==> src/rtl/flash_burst_pkg.sv <==
package flash_burst_pkg;
    localparam int          DATA_W         = 16;
    localparam logic [15:0] CMD_CFG_WR     = 16'h00C5;
    localparam logic [15:0] CMD_CFG_RD     = 16'h00C6;
    localparam logic [15:0] CFG_RESET      = 16'h8000;
    localparam logic [15:0] WORD_SEED      = 16'h5A3C;
    localparam int          CFG_MODE_BIT   = 15;
    localparam int          CFG_WAIT_LO    = 11;
    localparam int          CFG_EARLY_BIT  = 10;
    localparam int          CFG_LINEAR_BIT = 3;

    typedef enum logic {
        ST_IDLE,
        ST_BURST
    } rd_state_e;
endpackage

==> src/rtl/flash_cfg_port.sv <==
module flash_cfg_port
    import flash_burst_pkg::*;
(
    input  logic              clk,
    input  logic              rst_n,
    input  logic              ce_n,
    input  logic              cmd_wr,
    input  logic [DATA_W-1:0] cmd_data,
    input  logic              rd_take,
    output logic [DATA_W-1:0] cfg,
    output logic              rd_pend
);
    typedef struct packed {
        logic [DATA_W-1:0] cfg;
        logic              armed;
        logic              pend;
    } cfg_st_t;

    cfg_st_t st_d, st_q;

    always_comb begin
        st_d = st_q;
        if (cmd_wr && ce_n) begin
            if (st_q.armed) begin
                st_d.cfg   = cmd_data;
                st_d.armed = 1'b0;
            end else if (cmd_data == CMD_CFG_WR) begin
                st_d.armed = 1'b1;
            end else if (cmd_data == CMD_CFG_RD) begin
                st_d.pend = 1'b1;
            end
        end
        if (rd_take) st_d.pend = 1'b0;
    end

    always_ff @(posedge clk) begin
        if (!rst_n) begin
            st_q.cfg   <= CFG_RESET;
            st_q.armed <= 1'b0;
            st_q.pend  <= 1'b0;
        end else begin
            st_q <= st_d;
        end
    end

    assign cfg     = st_q.cfg;
    assign rd_pend = st_q.pend;

    AST_CMD_IGNORED: assert property (@(posedge clk) disable iff (!rst_n)
        !ce_n |=> ($stable(st_q.cfg) && $stable(st_q.armed)));
endmodule

==> src/rtl/flash_word_rom.sv <==
module flash_word_rom
    import flash_burst_pkg::*;
#(
    parameter int ADDR_W = 8
) (
    input  logic [ADDR_W-1:0] addr,
    output logic [DATA_W-1:0] word
);
    localparam int PROD_W = ADDR_W + 10;

    logic [PROD_W-1:0] prod;

    always_comb begin
        prod = PROD_W'(addr) * PROD_W'(257);
        word = prod[DATA_W-1:0] ^ WORD_SEED;
    end
endmodule

==> src/rtl/flash_next_addr.sv <==
module flash_next_addr #(
    parameter int ADDR_W = 8
) (
    input  logic [ADDR_W-1:0] cur,
    input  logic              linear,
    input  logic [1:0]        wrap_sel,
    output logic [ADDR_W-1:0] nxt
);
    localparam logic [ADDR_W-1:0] ONE = ADDR_W'(1);

    logic [ADDR_W-1:0] mask;
    logic [ADDR_W-1:0] inc;

    always_comb begin
        case (wrap_sel)
            2'b00:   mask = ADDR_W'(7);
            2'b01:   mask = ADDR_W'(15);
            default: mask = ADDR_W'(31);
        endcase
        inc = cur + ONE;
        nxt = linear ? ((cur & ~mask) | (inc & mask)) : inc;
    end
endmodule

==> src/rtl/flash_burst_rd.sv <==
module flash_burst_rd
    import flash_burst_pkg::*;
#(
    parameter int ADDR_W = 8
) (
    input  logic              clk,
    input  logic              rst_n,
    input  logic              ce_n,
    input  logic              lat_n,
    input  logic [ADDR_W-1:0] addr,
    input  logic              cmd_wr,
    input  logic [15:0]       cmd_data,
    output logic [15:0]       dout,
    output logic              rdy
);
    localparam int CNT_W = 4;

    typedef struct packed {
        rd_state_e         state;
        logic [CNT_W-1:0]  cnt;
        logic [ADDR_W-1:0] addr;
        logic              linear;
        logic [1:0]        wrap_sel;
        logic              early;
        logic [DATA_W-1:0] dout;
        logic              rdy;
    } rd_st_t;

    rd_st_t st_d, st_q;

    logic [DATA_W-1:0] cfg;
    logic              rd_pend;
    logic              rd_take;
    logic [ADDR_W-1:0] rom_addr;
    logic [DATA_W-1:0] rom_word;
    logic [ADDR_W-1:0] nxt_addr;
    logic              loading;

    flash_cfg_port u_cfg (
        .clk      (clk),
        .rst_n    (rst_n),
        .ce_n     (ce_n),
        .cmd_wr   (cmd_wr),
        .cmd_data (cmd_data),
        .rd_take  (rd_take),
        .cfg      (cfg),
        .rd_pend  (rd_pend)
    );

    assign rom_addr = cfg[CFG_MODE_BIT] ? addr : st_q.addr;

    flash_word_rom #(.ADDR_W(ADDR_W)) u_rom (
        .addr (rom_addr),
        .word (rom_word)
    );

    flash_next_addr #(.ADDR_W(ADDR_W)) u_next (
        .cur      (st_q.addr),
        .linear   (st_q.linear),
        .wrap_sel (st_q.wrap_sel),
        .nxt      (nxt_addr)
    );

    assign loading = (st_q.state == ST_BURST) && (st_q.cnt == '0);

    always_comb begin
        st_d      = st_q;
        st_d.dout = '0;
        st_d.rdy  = 1'b0;
        rd_take   = 1'b0;
        if (ce_n) begin
            st_d.state = ST_IDLE;
        end else if (!lat_n && rd_pend) begin
            st_d.dout  = cfg;
            st_d.rdy   = 1'b1;
            st_d.state = ST_IDLE;
            rd_take    = 1'b1;
        end else if (cfg[CFG_MODE_BIT]) begin
            st_d.dout  = rom_word;
            st_d.rdy   = 1'b1;
            st_d.state = ST_IDLE;
        end else if (!lat_n) begin
            st_d.state    = ST_BURST;
            st_d.cnt      = CNT_W'(cfg[CFG_WAIT_LO +: 3]) + CNT_W'(1);
            st_d.addr     = addr;
            st_d.linear   = cfg[CFG_LINEAR_BIT];
            st_d.wrap_sel = cfg[1:0];
            st_d.early    = cfg[CFG_EARLY_BIT];
        end else if (st_q.state == ST_BURST) begin
            if (!loading) begin
                st_d.cnt = st_q.cnt - CNT_W'(1);
                st_d.rdy = st_q.early && (st_q.cnt == CNT_W'(1));
            end else begin
                st_d.dout = rom_word;
                st_d.rdy  = 1'b1;
                st_d.addr = nxt_addr;
            end
        end
    end

    always_ff @(posedge clk) begin
        if (!rst_n) begin
            st_q <= '{state: ST_IDLE, cnt: '0, addr: '0, linear: 1'b0,
                      wrap_sel: 2'b00, early: 1'b0, dout: '0, rdy: 1'b0};
        end else begin
            st_q <= st_d;
        end
    end

    assign dout = st_q.dout;
    assign rdy  = st_q.rdy;

    AST_CE_RELEASE: assert property (@(posedge clk) disable iff (!rst_n)
        ce_n |=> (!rdy && dout == '0));
    AST_WAIT_COUNT: assert property (@(posedge clk) disable iff (!rst_n)
        (st_q.state == ST_BURST && st_q.cnt != '0 && !ce_n && lat_n && !cfg[CFG_MODE_BIT])
        |=> (st_q.cnt == $past(st_q.cnt) - CNT_W'(1)));
    AST_STREAM_RDY: assert property (@(posedge clk) disable iff (!rst_n)
        (loading && !ce_n && lat_n && !cfg[CFG_MODE_BIT]) |=> rdy);
    AST_LINEAR_GROUP: assert property (@(posedge clk) disable iff (!rst_n)
        (loading && st_q.linear && !ce_n && lat_n && !cfg[CFG_MODE_BIT])
        |=> (((st_q.addr ^ $past(st_q.addr)) >> 5) == '0));
endmodule

==> config.mk <==
export PLATFORM = sky130hd
export DESIGN_NAME = flash_burst_rd
export DESIGN_NICKNAME = d
export VERILOG_FILES = /design/src/rtl/flash_burst_pkg.sv /design/src/rtl/flash_cfg_port.sv /design/src/rtl/flash_word_rom.sv /design/src/rtl/flash_next_addr.sv /design/src/rtl/flash_burst_rd.sv
export SDC_FILE = /design/constraint.sdc
export NUM_CORES = 1
export LEC_CHECK = 0
export CORE_MARGIN = 2
export CORE_UTILIZATION = 47
export DETAILED_ROUTE_END_ITERATION = 12
export PLACE_DENSITY = 0.84
export SLEW_MARGIN = 15
export SYNTH_ARGS = -nofsm -noshare
export SYNTH_HDL_FRONTEND = slang
export SYNTH_SLANG_ARGS = --single-unit
==> constraint.sdc <==
create_clock -name clk -period 2 [get_ports clk]
set_input_delay 0.4 -clock clk [delete_from_list [all_inputs] [get_ports clk]]
set_output_delay 0.4 -clock clk [all_outputs]
set_load 0.01 [all_outputs]
==> results of run 1 <==
[registers in the layout, summed over array words and instances (netlist names), named ones only]
register / cells
rdy: 1
dout: 16
u_cfg.rd_pend: 1
u_cfg.cfg: 16
u_cfg.st_q: 1
st_q: 15
[worst paths after layout]
path,endpoint,slack [ns],cells after the start
max,st_q[23]$_SDFFE_PN0P_,0.08,7
min,u_cfg.cfg[4]$_SDFFE_PN0P_,0.46,2
max reg2reg,st_q[23]$_SDFFE_PN0P_,0.11,7
min reg2reg,u_cfg.cfg[4]$_SDFFE_PN0P_,0.46,2
[per-layer routing]
metal,global-route usage,routed length (um),part of all wire,vias up
met2,0.352,3010,0.49,70
met3,0.0360,261,0.043,6
met1,0.254,2800,0.46,1053
li1,-,-,-,1144
met4,0.0737,60,0.0098,0
met5,0,0,0,-
[stage by stage]
stage	cell area, um2	worst slack (ns)
4_1_cts	3220	0.0499
6_report	3260	0.0766
2_1_floorplan	2570	0.104
3_5_place_dp	3110	-0.224
5_1_grt	3260	-0.0322
3_3_place_gp	3110	-0.171
[synth_stat cells, types with 2 or more instances]
library cell	count
nand3b_1	2
clkbuf_1	9
dfxtp_1	52
and3_1	3
a211oi_1	4
ha_1	5
nor2_1	29
nor3b_1	3
nand3_1	6
mux2i_1	9
inv_1	5
nor3_1	4
a21oi_1	29
nand2_1	45
nor2b_1	7
buf_4	16
and2b_2	2
o221ai_1	6
o22ai_1	2
o21ai_0	16
a221oi_1	5
mux2_2	2
clkbuf_8	2
nand2b_1	3
buf_2	2
a21o_1	2
nand4_1	2
xnor2_1	3
buf_6	2
o21a_1	2
nor4_1	2
[area by class of cell]
cell class | count | area [um2] | share of cell area
clock inverter | 3 | 46.3 | 0.0142
sequential | 52 | 1040 | 0.319
inverter | 6 | 22.5 | 0.00690
tap | 70 | 87.6 | 0.0268
multi-input combinational | 212 | 1310 | 0.400
timing repair buffer | 77 | 691 | 0.212
clock buffer | 5 | 68.8 | 0.0211
[kinds of logic after synthesis]
logic type / count (synthesis)
AND/OR/NAND/NOR: 117
XOR/XNOR: 4
flip-flops: 52
AO/OA/AOI/OAI: 75
buffers and inverters: 38
multiplexers: 11
adder cells (fa/ha/maj): 5
[critical path, stage by stage]
cell             delay [ns]
clkdlybuf4s50_1        0.52
buf_4                  0.18
nor2b_2                0.08
a2111oi_4              0.40
buf_4                  0.21
mux2i_2                0.25
o22ai_2                0.09
[timing repair]
item / CTS / global route
setup buffers: 0 / 2
gates resized for setup: 0 / 5
setup endpoints to repair: 0 / 7
hold buffers: 0 / 0
[report_power, final]
group	switching [W]	leakage (nW)	total, W	internal (W)
clock network	0.000364	0.0548	0.000741	0.000377
registers	0.00000340	0.422	0.00105	0.00105
logic	0.0000841	0.694	0.000196	0.000112
==> impl_results.md, run 1 <==
* First drt pass iteration count at 4
* Clock transition at path regs at 0.10 ns
* Pwr Density at 609 nW/um2
* Minimum hold slack at 0.463 ns
* Setup Crit Path Kind: primary input to flop
* FF-to-FF Start: st_q[30]$_SDFFE_PN0P_
* Row count at 26
* Die height at 77.9 um
* Synthesized area at 2570 um2
* XOR/XNOR share of the synthesized area at 0.0136
* Most common cell after layout, fill and taps aside: dfxtp_1
* WP data arrival at 2.12 ns
* Max Freq at 520 MHz
* Overall routing resource usage at 0.204
* Library cells used by synthesis at 52
* Initial DRC Count at 186
* Die Wd at 77.9 um
* Fin. Hold Viols at 0
* Slew Limit Fails at 0
* Die area at 6070 um2
* Post-Route Setup TNS at 0 ns
* CTS tree: done
* Port Buffers at 45
* Vias in the first global route at 2178
* Final worst-path cycle share at 0.962
* Rel. slew slack at 0.736
* Core ar. at 5200 um2
* Post-synthesis sequential area ratio at 0.405
* H-tree levels at 2
* #FFs+latches synth at 52
* Leading area contributor after synthesis: dfxtp_1
* Worst slew pin tran at 0.395 ns
* Synth area leaders: dfxtp_1 41%, nand2_1 6.6%, a21oi_1 5.7%, buf_4 4.7%, nor2_1 4.2%
* Final net count at 388
* Mux cell area share after synthesis at 0.0439
* DRC errors left at 0
* Clk_lat worst skew at 0.31 ns
* Initial Util at 0.493
* DP HPWL at 4660 um
* Largest net degree at the start of global routing at 22
* Min-delay src: u_cfg.cfg[4]$_SDFFE_PN0P_
* Simple-gate portion of the synthesized area at 0.222
* Max Cap Violations at 0
* Leak at 1.17 nW
* Post-Route WL at 6130 um
* Syn nets at 336
* Gpl congestion at 0.881
* Mean post-synth cell area at 8.50 um2
* Commonest cells after routing, fill and taps aside: 51 x dfxtp_1, 45 x nand2_1, 45 x clkdlybuf4s50_1, 32 x buf_4
* Worst-path maximum fanout at 6
* Vias/cell at 5.35
* Min Tclk post-route at 1.92 ns
* Final setup viols at 0
* Max IR drop VDD at 422 uV
* Ys async rst share at 0
* First-pass GRT wire length at 10000 um
* Ant diodes at 0
* Hold WC Path Type: flop to flop
* Total power at 0.00199 W
* Number of buffers created by CTS at 5
* WP data required at 2.20 ns
* GRT Residual Overflow at 0
* Root Buffer: clkbuf_8
* Via total after detailed routing at 2273
* Crit end category: flop
* ANT nets after route at 0
* Sink Count at 52
* Share of cells above drive strength 1 at 0.158
* Synth warn at 0
* Main flop type after synthesis: dfxtp_1
* Post-synth top area share at 0.405
* Synth Area in Compound Gates at 0.194
* Main combinational cell family by area after synthesis: simple AND/OR/NAND/NOR gates
* Syn Inst Count at 302
* Non-filler cells, final at 425
* Inst Count DP at 415
* Worst setup startpoint: lat_n
* RSZ-0062 raised after global routing: true
* Wire length per cell at 14.4 um
* Final core occ at 0.627
* Status: finished, final reports clean
* Critical path startpoint category: primary input
* Post-synth EDFFs at 0
* Initial antenna violation count at 0
* Setup Skew at 0.0110 ns
* Area grow syn2layout at 27.1%
* CTS Buffer Depth at 2
* Adder-cell share of the synthesized area at 0.0244
* Fill count at 455
* Top-level I/O count at 46
Power figures use the tool's default switching activity.
==> run 2: changes to the inputs <==
--- a/config.mk
+++ b/config.mk
@@ -7,7 +7,9 @@
 export LEC_CHECK = 0
 export CORE_MARGIN = 2
 export CORE_UTILIZATION = 47
+export CTS_CLUSTER_SIZE = 30
 export DETAILED_ROUTE_END_ITERATION = 12
+export GPL_TIMING_DRIVEN = 1
 export PLACE_DENSITY = 0.84
 export SLEW_MARGIN = 15
 export SYNTH_ARGS = -nofsm -noshare
==> results of run 2 <==
Final layout, timing and power as in run 1 (identical DEF).
